[src/rtl/irqfe_pkg.sv]
package irqfe_pkg;

    typedef enum logic [1:0] {
        ACK_IDLE   = 2'd0,
        ACK_FIRST  = 2'd1,
        ACK_SECOND = 2'd2
    } ack_state_e;

    typedef struct packed {
        logic req;
        logic second;
        logic lock;
    } ack_bus_t;

    function automatic int cnt_width(input int limit);
        return (limit < 2) ? 1 : $clog2(limit + 1);
    endfunction

    function automatic ack_bus_t bus_of_state(input ack_state_e st);
        ack_bus_t b;
        b.req    = (st != ACK_IDLE);
        b.second = (st == ACK_SECOND);
        b.lock   = (st != ACK_IDLE);
        return b;
    endfunction

endpackage

[src/rtl/irqfe_sync.sv]
module irqfe_sync #(
    parameter int WIDTH  = 2,
    parameter int STAGES = 2
) (
    input  logic             clk,
    input  logic             rst,
    input  logic [WIDTH-1:0] d_i,
    output logic [WIDTH-1:0] q_o
);
    logic [WIDTH-1:0] stage_q [STAGES];

    always_ff @(posedge clk) begin
        if (rst) stage_q[0] <= '0;
        else     stage_q[0] <= d_i;
    end

    for (genvar s = 1; s < STAGES; s++) begin : g_stage
        always_ff @(posedge clk) begin
            if (rst) stage_q[s] <= '0;
            else     stage_q[s] <= stage_q[s-1];
        end
    end

    assign q_o = stage_q[STAGES-1];
endmodule

[src/rtl/irqfe_nmi_qual.sv]
module irqfe_nmi_qual
    import irqfe_pkg::*;
#(
    parameter int LOW_MIN = 4
) (
    input  logic clk,
    input  logic rst,
    input  logic nmi_s_i,
    input  logic nmi_ack_i,
    output logic pending_o
);
    localparam int CW = cnt_width(LOW_MIN);
    localparam logic [CW-1:0] LIMIT = CW'(LOW_MIN);

    logic [CW-1:0] low_cnt;
    logic          edge_ok;
    logic          pending_q;

    // Saturating count of consecutive low samples; a high sample clears it.
    always_ff @(posedge clk) begin
        if (rst)                 low_cnt <= '0;
        else if (nmi_s_i)        low_cnt <= '0;
        else if (low_cnt != LIMIT) low_cnt <= low_cnt + 1'b1;
    end

    // A high sample with a full count is the first high after a long low.
    assign edge_ok = nmi_s_i && (low_cnt == LIMIT);

    always_ff @(posedge clk) begin
        if (rst)            pending_q <= 1'b0;
        else if (edge_ok)   pending_q <= 1'b1;
        else if (nmi_ack_i) pending_q <= 1'b0;
    end

    assign pending_o = pending_q;
endmodule

[src/rtl/irqfe_ack_seq.sv]
module irqfe_ack_seq
    import irqfe_pkg::*;
(
    input  logic     clk,
    input  logic     rst,
    input  logic     intr_s_i,
    input  logic     if_flag_i,
    input  logic     nmi_pending_i,
    input  logic     bus_rdy_i,
    output ack_bus_t bus_o,
    output logic     taken_o
);
    ack_state_e state_q, state_d;
    logic       dropped_q;

    always_comb begin
        state_d = state_q;
        unique case (state_q)
            ACK_IDLE:
                if (intr_s_i && if_flag_i && !nmi_pending_i) state_d = ACK_FIRST;
            ACK_FIRST:
                if (bus_rdy_i) state_d = ACK_SECOND;
            ACK_SECOND:
                if (bus_rdy_i) state_d = ACK_IDLE;
            default:
                state_d = ACK_IDLE;
        endcase
    end

    always_ff @(posedge clk) begin
        if (rst) state_q <= ACK_IDLE;
        else     state_q <= state_d;
    end

    // Remembers whether the request fell at any point of the pair.
    always_ff @(posedge clk) begin
        if (rst || state_q == ACK_IDLE) dropped_q <= 1'b0;
        else if (!intr_s_i)             dropped_q <= 1'b1;
    end

    assign bus_o   = bus_of_state(state_q);
    assign taken_o = (state_q == ACK_SECOND) && bus_rdy_i && intr_s_i && !dropped_q;
endmodule

[src/rtl/irq_pin_front.sv]
module irq_pin_front
    import irqfe_pkg::*;
#(
    parameter int NMI_LOW_MIN = 4,
    parameter int SYNC_STAGES = 2
) (
    input  logic clk,
    input  logic rst,
    input  logic intr_pin_i,
    input  logic nmi_pin_i,
    input  logic if_flag_i,
    input  logic bus_rdy_i,
    input  logic nmi_ack_i,
    output logic nmi_pending_o,
    output logic intr_req_o,
    output logic ack_req_o,
    output logic ack_second_o,
    output logic ack_lock_o
);
    logic [1:0] pins_s;
    logic       pending;
    ack_bus_t   bus;

    irqfe_sync #(.WIDTH(2), .STAGES(SYNC_STAGES)) u_sync (
        .clk (clk),
        .rst (rst),
        .d_i ({nmi_pin_i, intr_pin_i}),
        .q_o (pins_s)
    );

    irqfe_nmi_qual #(.LOW_MIN(NMI_LOW_MIN)) u_nmi (
        .clk       (clk),
        .rst       (rst),
        .nmi_s_i   (pins_s[1]),
        .nmi_ack_i (nmi_ack_i),
        .pending_o (pending)
    );

    irqfe_ack_seq u_ack (
        .clk           (clk),
        .rst           (rst),
        .intr_s_i      (pins_s[0]),
        .if_flag_i     (if_flag_i),
        .nmi_pending_i (pending),
        .bus_rdy_i     (bus_rdy_i),
        .bus_o         (bus),
        .taken_o       (intr_req_o)
    );

    assign nmi_pending_o = pending;
    assign ack_req_o     = bus.req;
    assign ack_second_o  = bus.second;
    assign ack_lock_o    = bus.lock;
endmodule

[config.mk]
export PLATFORM = sky130hd
export DESIGN_NAME = irq_pin_front
export DESIGN_NICKNAME = d
export VERILOG_FILES = /design/src/rtl/irqfe_pkg.sv /design/src/rtl/irqfe_sync.sv /design/src/rtl/irqfe_nmi_qual.sv /design/src/rtl/irqfe_ack_seq.sv /design/src/rtl/irq_pin_front.sv
export SDC_FILE = /design/constraint.sdc
export NUM_CORES = 1
export LEC_CHECK = 0
export ABC_AREA = 1
export BUFFER_PORTS_ARGS = -buffer_cell sky130_fd_sc_hd__buf_2
export CORE_AREA = 2 2 39 41
export DETAILED_ROUTE_END_ITERATION = 10
export DIE_AREA = 0 0 41 43
export GPL_ROUTABILITY_DRIVEN = 0
export PLACE_DENSITY_LB_ADDON = 0.05
export SETUP_SLACK_MARGIN = 0.4
export SLEW_MARGIN = 40
export SYNTH_ARGS = -nofsm -noshare
export SYNTH_HDL_FRONTEND = slang
export SYNTH_SLANG_ARGS = --single-unit
[constraint.sdc]
create_clock -name clk -period 1.6 [get_ports clk]
set_input_delay 0.16 -clock clk [delete_from_list [all_inputs] [get_ports clk]]
set_output_delay 0.16 -clock clk [all_outputs]
set_load 0.02 [all_outputs]
Word level (Yosys, flattened, before mapping):

Memory sizes are Yosys's and may differ from the RTL's.
Cells that the tools add are included.

* flip-flop bits (word level): 7
* memories kept: 1
* input port bits: 7
* logic and storage cells: 40
* RAM bits: 4

* muxes and demuxes: 11
* equal/unequal tests: 7
* bitwise logic cells: 2
* reductions and logical operators: 14
* $add $sub $neg: 1

Memory list
* u_sync.stage_q: words 2, bits a word 2, rd ports 2, clocked after Yosys merged registers in 0, write ports 2, RTL line irqfe_sync.sv:10 `logic [WIDTH-1:0] stage_q [STAGES];`

Operators with widths (number)
* two-way mux 2 bit: 5
* logical AND 1 bit: 6
* one-hot mux 2 bit (3 select lines): 1
* two-way mux 1 bit: 5
* inequality test 2 bit (second input constant): 2
* nonzero test 2 bit: 2
* adder 3 x 1 -> 3 bit (second input constant): 1
* == test 3 bit (second input constant): 1
* inequality test 3 bit (second input constant): 1
* AND reduction 3 bit: 1
* == test 2 x 1 -> 1 bit (second input constant): 1
* == test 2 bit (second input constant): 1
* zero test 1 bit: 2
* zero test 2 bit: 1
* inequality test 2 x 1 -> 1 bit (second input constant): 1
* bitwise OR 1 bit: 2
* OR reduction 2 bit: 1
* logical OR 1 bit: 1

Logic depth before layout (Yosys ltp):

* depth after elaboration: 4
* gate-level depth with buffers: 6
* mapped depth without buffers: 6

Hierarchy:

Synthesis repeated with hierarchy kept, for this count alone.

* cells, all modules: 60
* area, all modules: 451.7 µm²

By module, submodules not included
* irqfe_nmi_qual: sequential area each 80.1 µm², area an instance 192.7 µm², cells each 27, times used 1
* irqfe_ack_seq: sequential area each 60.1 µm², area an instance 148.9 µm², cells each 21, times used 1
* irqfe_sync: sequential area each 80.1 µm², area an instance 110.1 µm², cells each 12, times used 1

Worst setup path after synthesis:

Ideal clock, no wire load.

* kind: reg-to-output
* start: register u_ack.state_q[1]
* end: output intr_req_o
* required time: 1.440 ns
* arrival time: 0.908 ns
* path buffers: 0
* setup slack: 0.532 ns
* stages on the path, launching flop included: 4
* cell sequence: dfxtp_1 > inv_1 > nor2_2 > and3_1

* longest elaborated chain between the ends: 4

Ends and longest elaborated chain
* start: declaration: RTL line irqfe_ack_seq.sv:13 `ack_state_e state_q, state_d;`
* start signal: assignment: RTL line irqfe_ack_seq.sv:32 `else state_q <= state_d;`
* == test 2 bit
* via ack_second_o: RTL line irq_pin_front.sv:17 `output logic ack_second_o,`
* logical AND 1 bit (3 in series): RTL line irqfe_ack_seq.sv:42 `assign taken_o = (state_q == ACK_SECOND) && bus_rdy_i && intr_s_i && !dropped_q;`
* end: declaration: RTL line irq_pin_front.sv:15 `output logic intr_req_o,`

The timed path passes the listed nets, and every way through them passes these cells.

Final worst setup path:

* start: register u_ack.state_q[1]
* end: output intr_req_o

* longest elaborated chain between the ends: 4

Ends and longest elaborated chain (RTL line)
* == test 2 bit: irqfe_ack_seq.sv:42
* logical AND 1 bit (3 in series): irqfe_ack_seq.sv:42

No other way between the ends.

==> impl_metrics.json <==
{
  "p_switching_mw": 0.132,
  "cell_internal_pwr_mw": 0.410,
  "syn_inst": 58,
  "period_needed_ns": 1.23,
  "track_usage": 0.106,
  "drtAntennaViolNets": 0,
  "ios": 12,
  "drive_above_1_share": 0.400,
  "route.vias.total": 389,
  "p_clk_frac": 0.346,
  "chipHeight_um": 43,
  "cts_tree": "built",
  "final_area_um2": 612,
  "r2r-start": "u_nmi.low_cnt[0]",
  "rrSetupSlack_ns": 0.54,
  "setup_violations": 0,
  "root_buffer": "clkbuf_4",
  "overflow": 0,
  "initial_core_util": 0.331,
  "htreeDepth": 1,
  "ys.warnings.count": 0,
  "start_kind": "flop",
  "fin_worst_skew_ns": 0.00308,
  "worstSkewPairLatency_ns": 0.26,
  "endpoint_kind": "primary output",
  "syn_area_um2": 458,
  "cap_violations": 0,
  "wirelength_um": 815,
  "yosys_most_used_dff": "dfxtp_1",
  "max_slew_margin": 0.850,
  "grt_max_degree": 10,
  "via_per_inst": 4.27,
  "yosysSeqAreaShare": 0.481,
  "yosysUniqueCellTypes": 16,
  "numCtsBuffers": 3,
  "ys_ff_latch": 11,
  "regArea_um2": 224,
  "hold_viol_final": 0,
  "antenna_cells": 0,
  "multi_input_area_um2": 199,
  "hold_end": "u_sync.stage_q[0][1]",
  "clock-sinks": 11,
  "setup_tns_ns": 0,
  "worstHoldStart": "nmi_pin_i",
  "grt_pass1_wl_mm": 1.22,
  "placed_area_um2": 514,
  "outcome": "finished, final reports clean",
  "route.detailed.drc": 0,
  "syn_to_final_growth_pct": 33.6,
  "die-area_um2": 1760,
  "fin_crit_sh": 0.768,
  "worst_pin_slew_ns": 0.225,
  "wl_per_cell_um": 8.96,
  "fp.dieW_um": 41,
  "final_nets": 85,
  "arrival_ns": 1.07,
  "place.detailed.hpwl_um": 548,
  "synth-edff-count": 0,
  "report.final.slew_viol_count": 0,
  "synth_nets": 67,
  "path_clk_slew_ns": 0.07,
  "p_comb_frac": 0.103,
  "drt_pass1_iterations": 4,
  "crit_path_start": "u_ack.state_q[1]",
  "grt_pass1_vias": 309,
  "row_count": 14,
  "hp-class": "in -> reg",
  "fmax_mhz": 813,
  "rsz0062_at_grt": "true",
  "fill_cells": 150,
  "synth_top_area_cell": "dfxtp_1",
  "cp_max_fo": 3,
  "hold_depth": 3,
  "grt_antenna_before_repair": 0,
  "syn_avg_cell_area_um2": 7.90,
  "crit_type": "reg -> out",
  "core-area_um2": 1380,
  "p_leak_nw": 0.300,
  "pwr-share-seq": 0.551,
  "first_iter_violations": 5,
  "peakVddDrop_uv": 378,
  "switching_share": 0.243,
  "port_buffers": 11,
  "reg2reg_to": "u_nmi.low_cnt[1]",
  "synth_area_leaders": "dfxtp_1, inv_1, nor2_1",
  "async_flop_share": 0,
  "synth_top_area_frac": 0.481,
  "required_ns": 1.44,
  "clockBufferDepth": 2,
  "p_per_area_nw_per_um2": 885,
  "rr_worst_depth": 6
}
## critical path: stages (launching register included)
cell and delay [ns]:
dfxtp_2 0.33, inv_2 0.05, nor2_4 0.12, and3_4 0.19, buf_6 0.11
## metrics by stage
stage | total power, mW | hold WS (ns) | instances | worst slack [ns] | utilization
floorplan | 0.339 | 0.267 | 58 | 0.532 | -
global placement | 0.353 | 0.358 | 83 | 0.558 | 0.372
detailed placement | 0.353 | 0.368 | 83 | 0.550 | 0.372
CTS | 0.547 | 0.0824 | 87 | 0.386 | 0.396
global route | 0.571 | 0.0912 | 91 | 0.326 | 0.442
finish | 0.541 | 0.0899 | 91 | 0.370 | 0.442
## worst max-delay path by stage
stage | endpoint | slack, ns | cells past startpoint
finish | intr_req_o | 0.37 | 4
global route | intr_req_o | 0.33 | 4
CTS | ack_req_o | 0.39 | 3
detailed placement | u_nmi.low_cnt[1] | 0.55 | 6
global placement | u_nmi.low_cnt[1] | 0.56 | 6
floorplan | intr_req_o | 0.53 | 3
## cell usage after synthesis, types with 2 or more instances
library cell,instances
a21oi_2,2
nand2_1,7
a21oi_1,2
nand3_1,2
inv_1,12
ha_1,2
dfxtp_1,11
o21ai_0,2
nor2_1,11
## power groups by stage
stage	logic, mW	clock network (mW)	registers (mW)
2_1_floorplan	0.0385	0	0.301
3_3_place_gp	0.0508	0	0.303
3_5_place_dp	0.0504	0	0.303
4_1_cts	0.0511	0.199	0.297
5_1_grt	0.0644	0.207	0.299
6_report	0.0559	0.187	0.298
## cell usage in the layout (no fill, tap or decap)
master and count:
inv_2 2, dfxtp_1 8, dfxtp_2 3, a21oi_1 2, ha_1 2, buf_6 2, nor2_4 4, buf_2 9
a21oi_2 2, nor2_1 9, nor3_1 1, nand2_1 7, buf_4 4, and3_4 1, clkbuf_4 3, o21ai_1 1
nand3_1 2, inv_1 10, o21ai_0 2, clkbuf_1 1
## metal layers
| layer | wire, µm | GRT usage |
|---|---|---|
| met2 | 368 | 0.128 |
| met4 | 9 | 0.0800 |
| met5 | 0 | 0 |
| met3 | 52 | 0.0471 |
| met1 | 385 | 0.142 |
## sequential cells by signal, indices dropped and copies added (netlist names)
signal,cells
u_nmi.pending_o,1
u_ack.state_q,2
u_nmi.low_cnt,3
u_sync.stage_q,4
u_ack.dropped_q,1
## cell type report
| type | instances | area share |
|---|---|---|
| inverters | 12 | 0.0736 |
| clock buffers | 4 | 0.0429 |
| repair buffers | 15 | 0.160 |
| flip-flops and latches | 11 | 0.366 |
| well taps | 16 | 0.0327 |
| multi-input cells | 33 | 0.325 |
## logic make-up (layout without fill, tap and decap cells)
group	Yosys count	count (layout)	synth area share
AND/OR/NAND/NOR	24	24	0.232
adder cells (fa/ha/maj)	2	2	0.0546
buffers and inverters	14	31	0.139
AO/OA/AOI/OAI	7	7	0.0929
flip-flops	11	11	0.481
## repair_timing
action,in CTS,in global routing
pin swaps,0,4
gates resized for setup,4,11
endpoints found under the setup margin,3,3
hold buffers,0,0
setup buffers,0,4
Power figures use the tool's default switching activity.
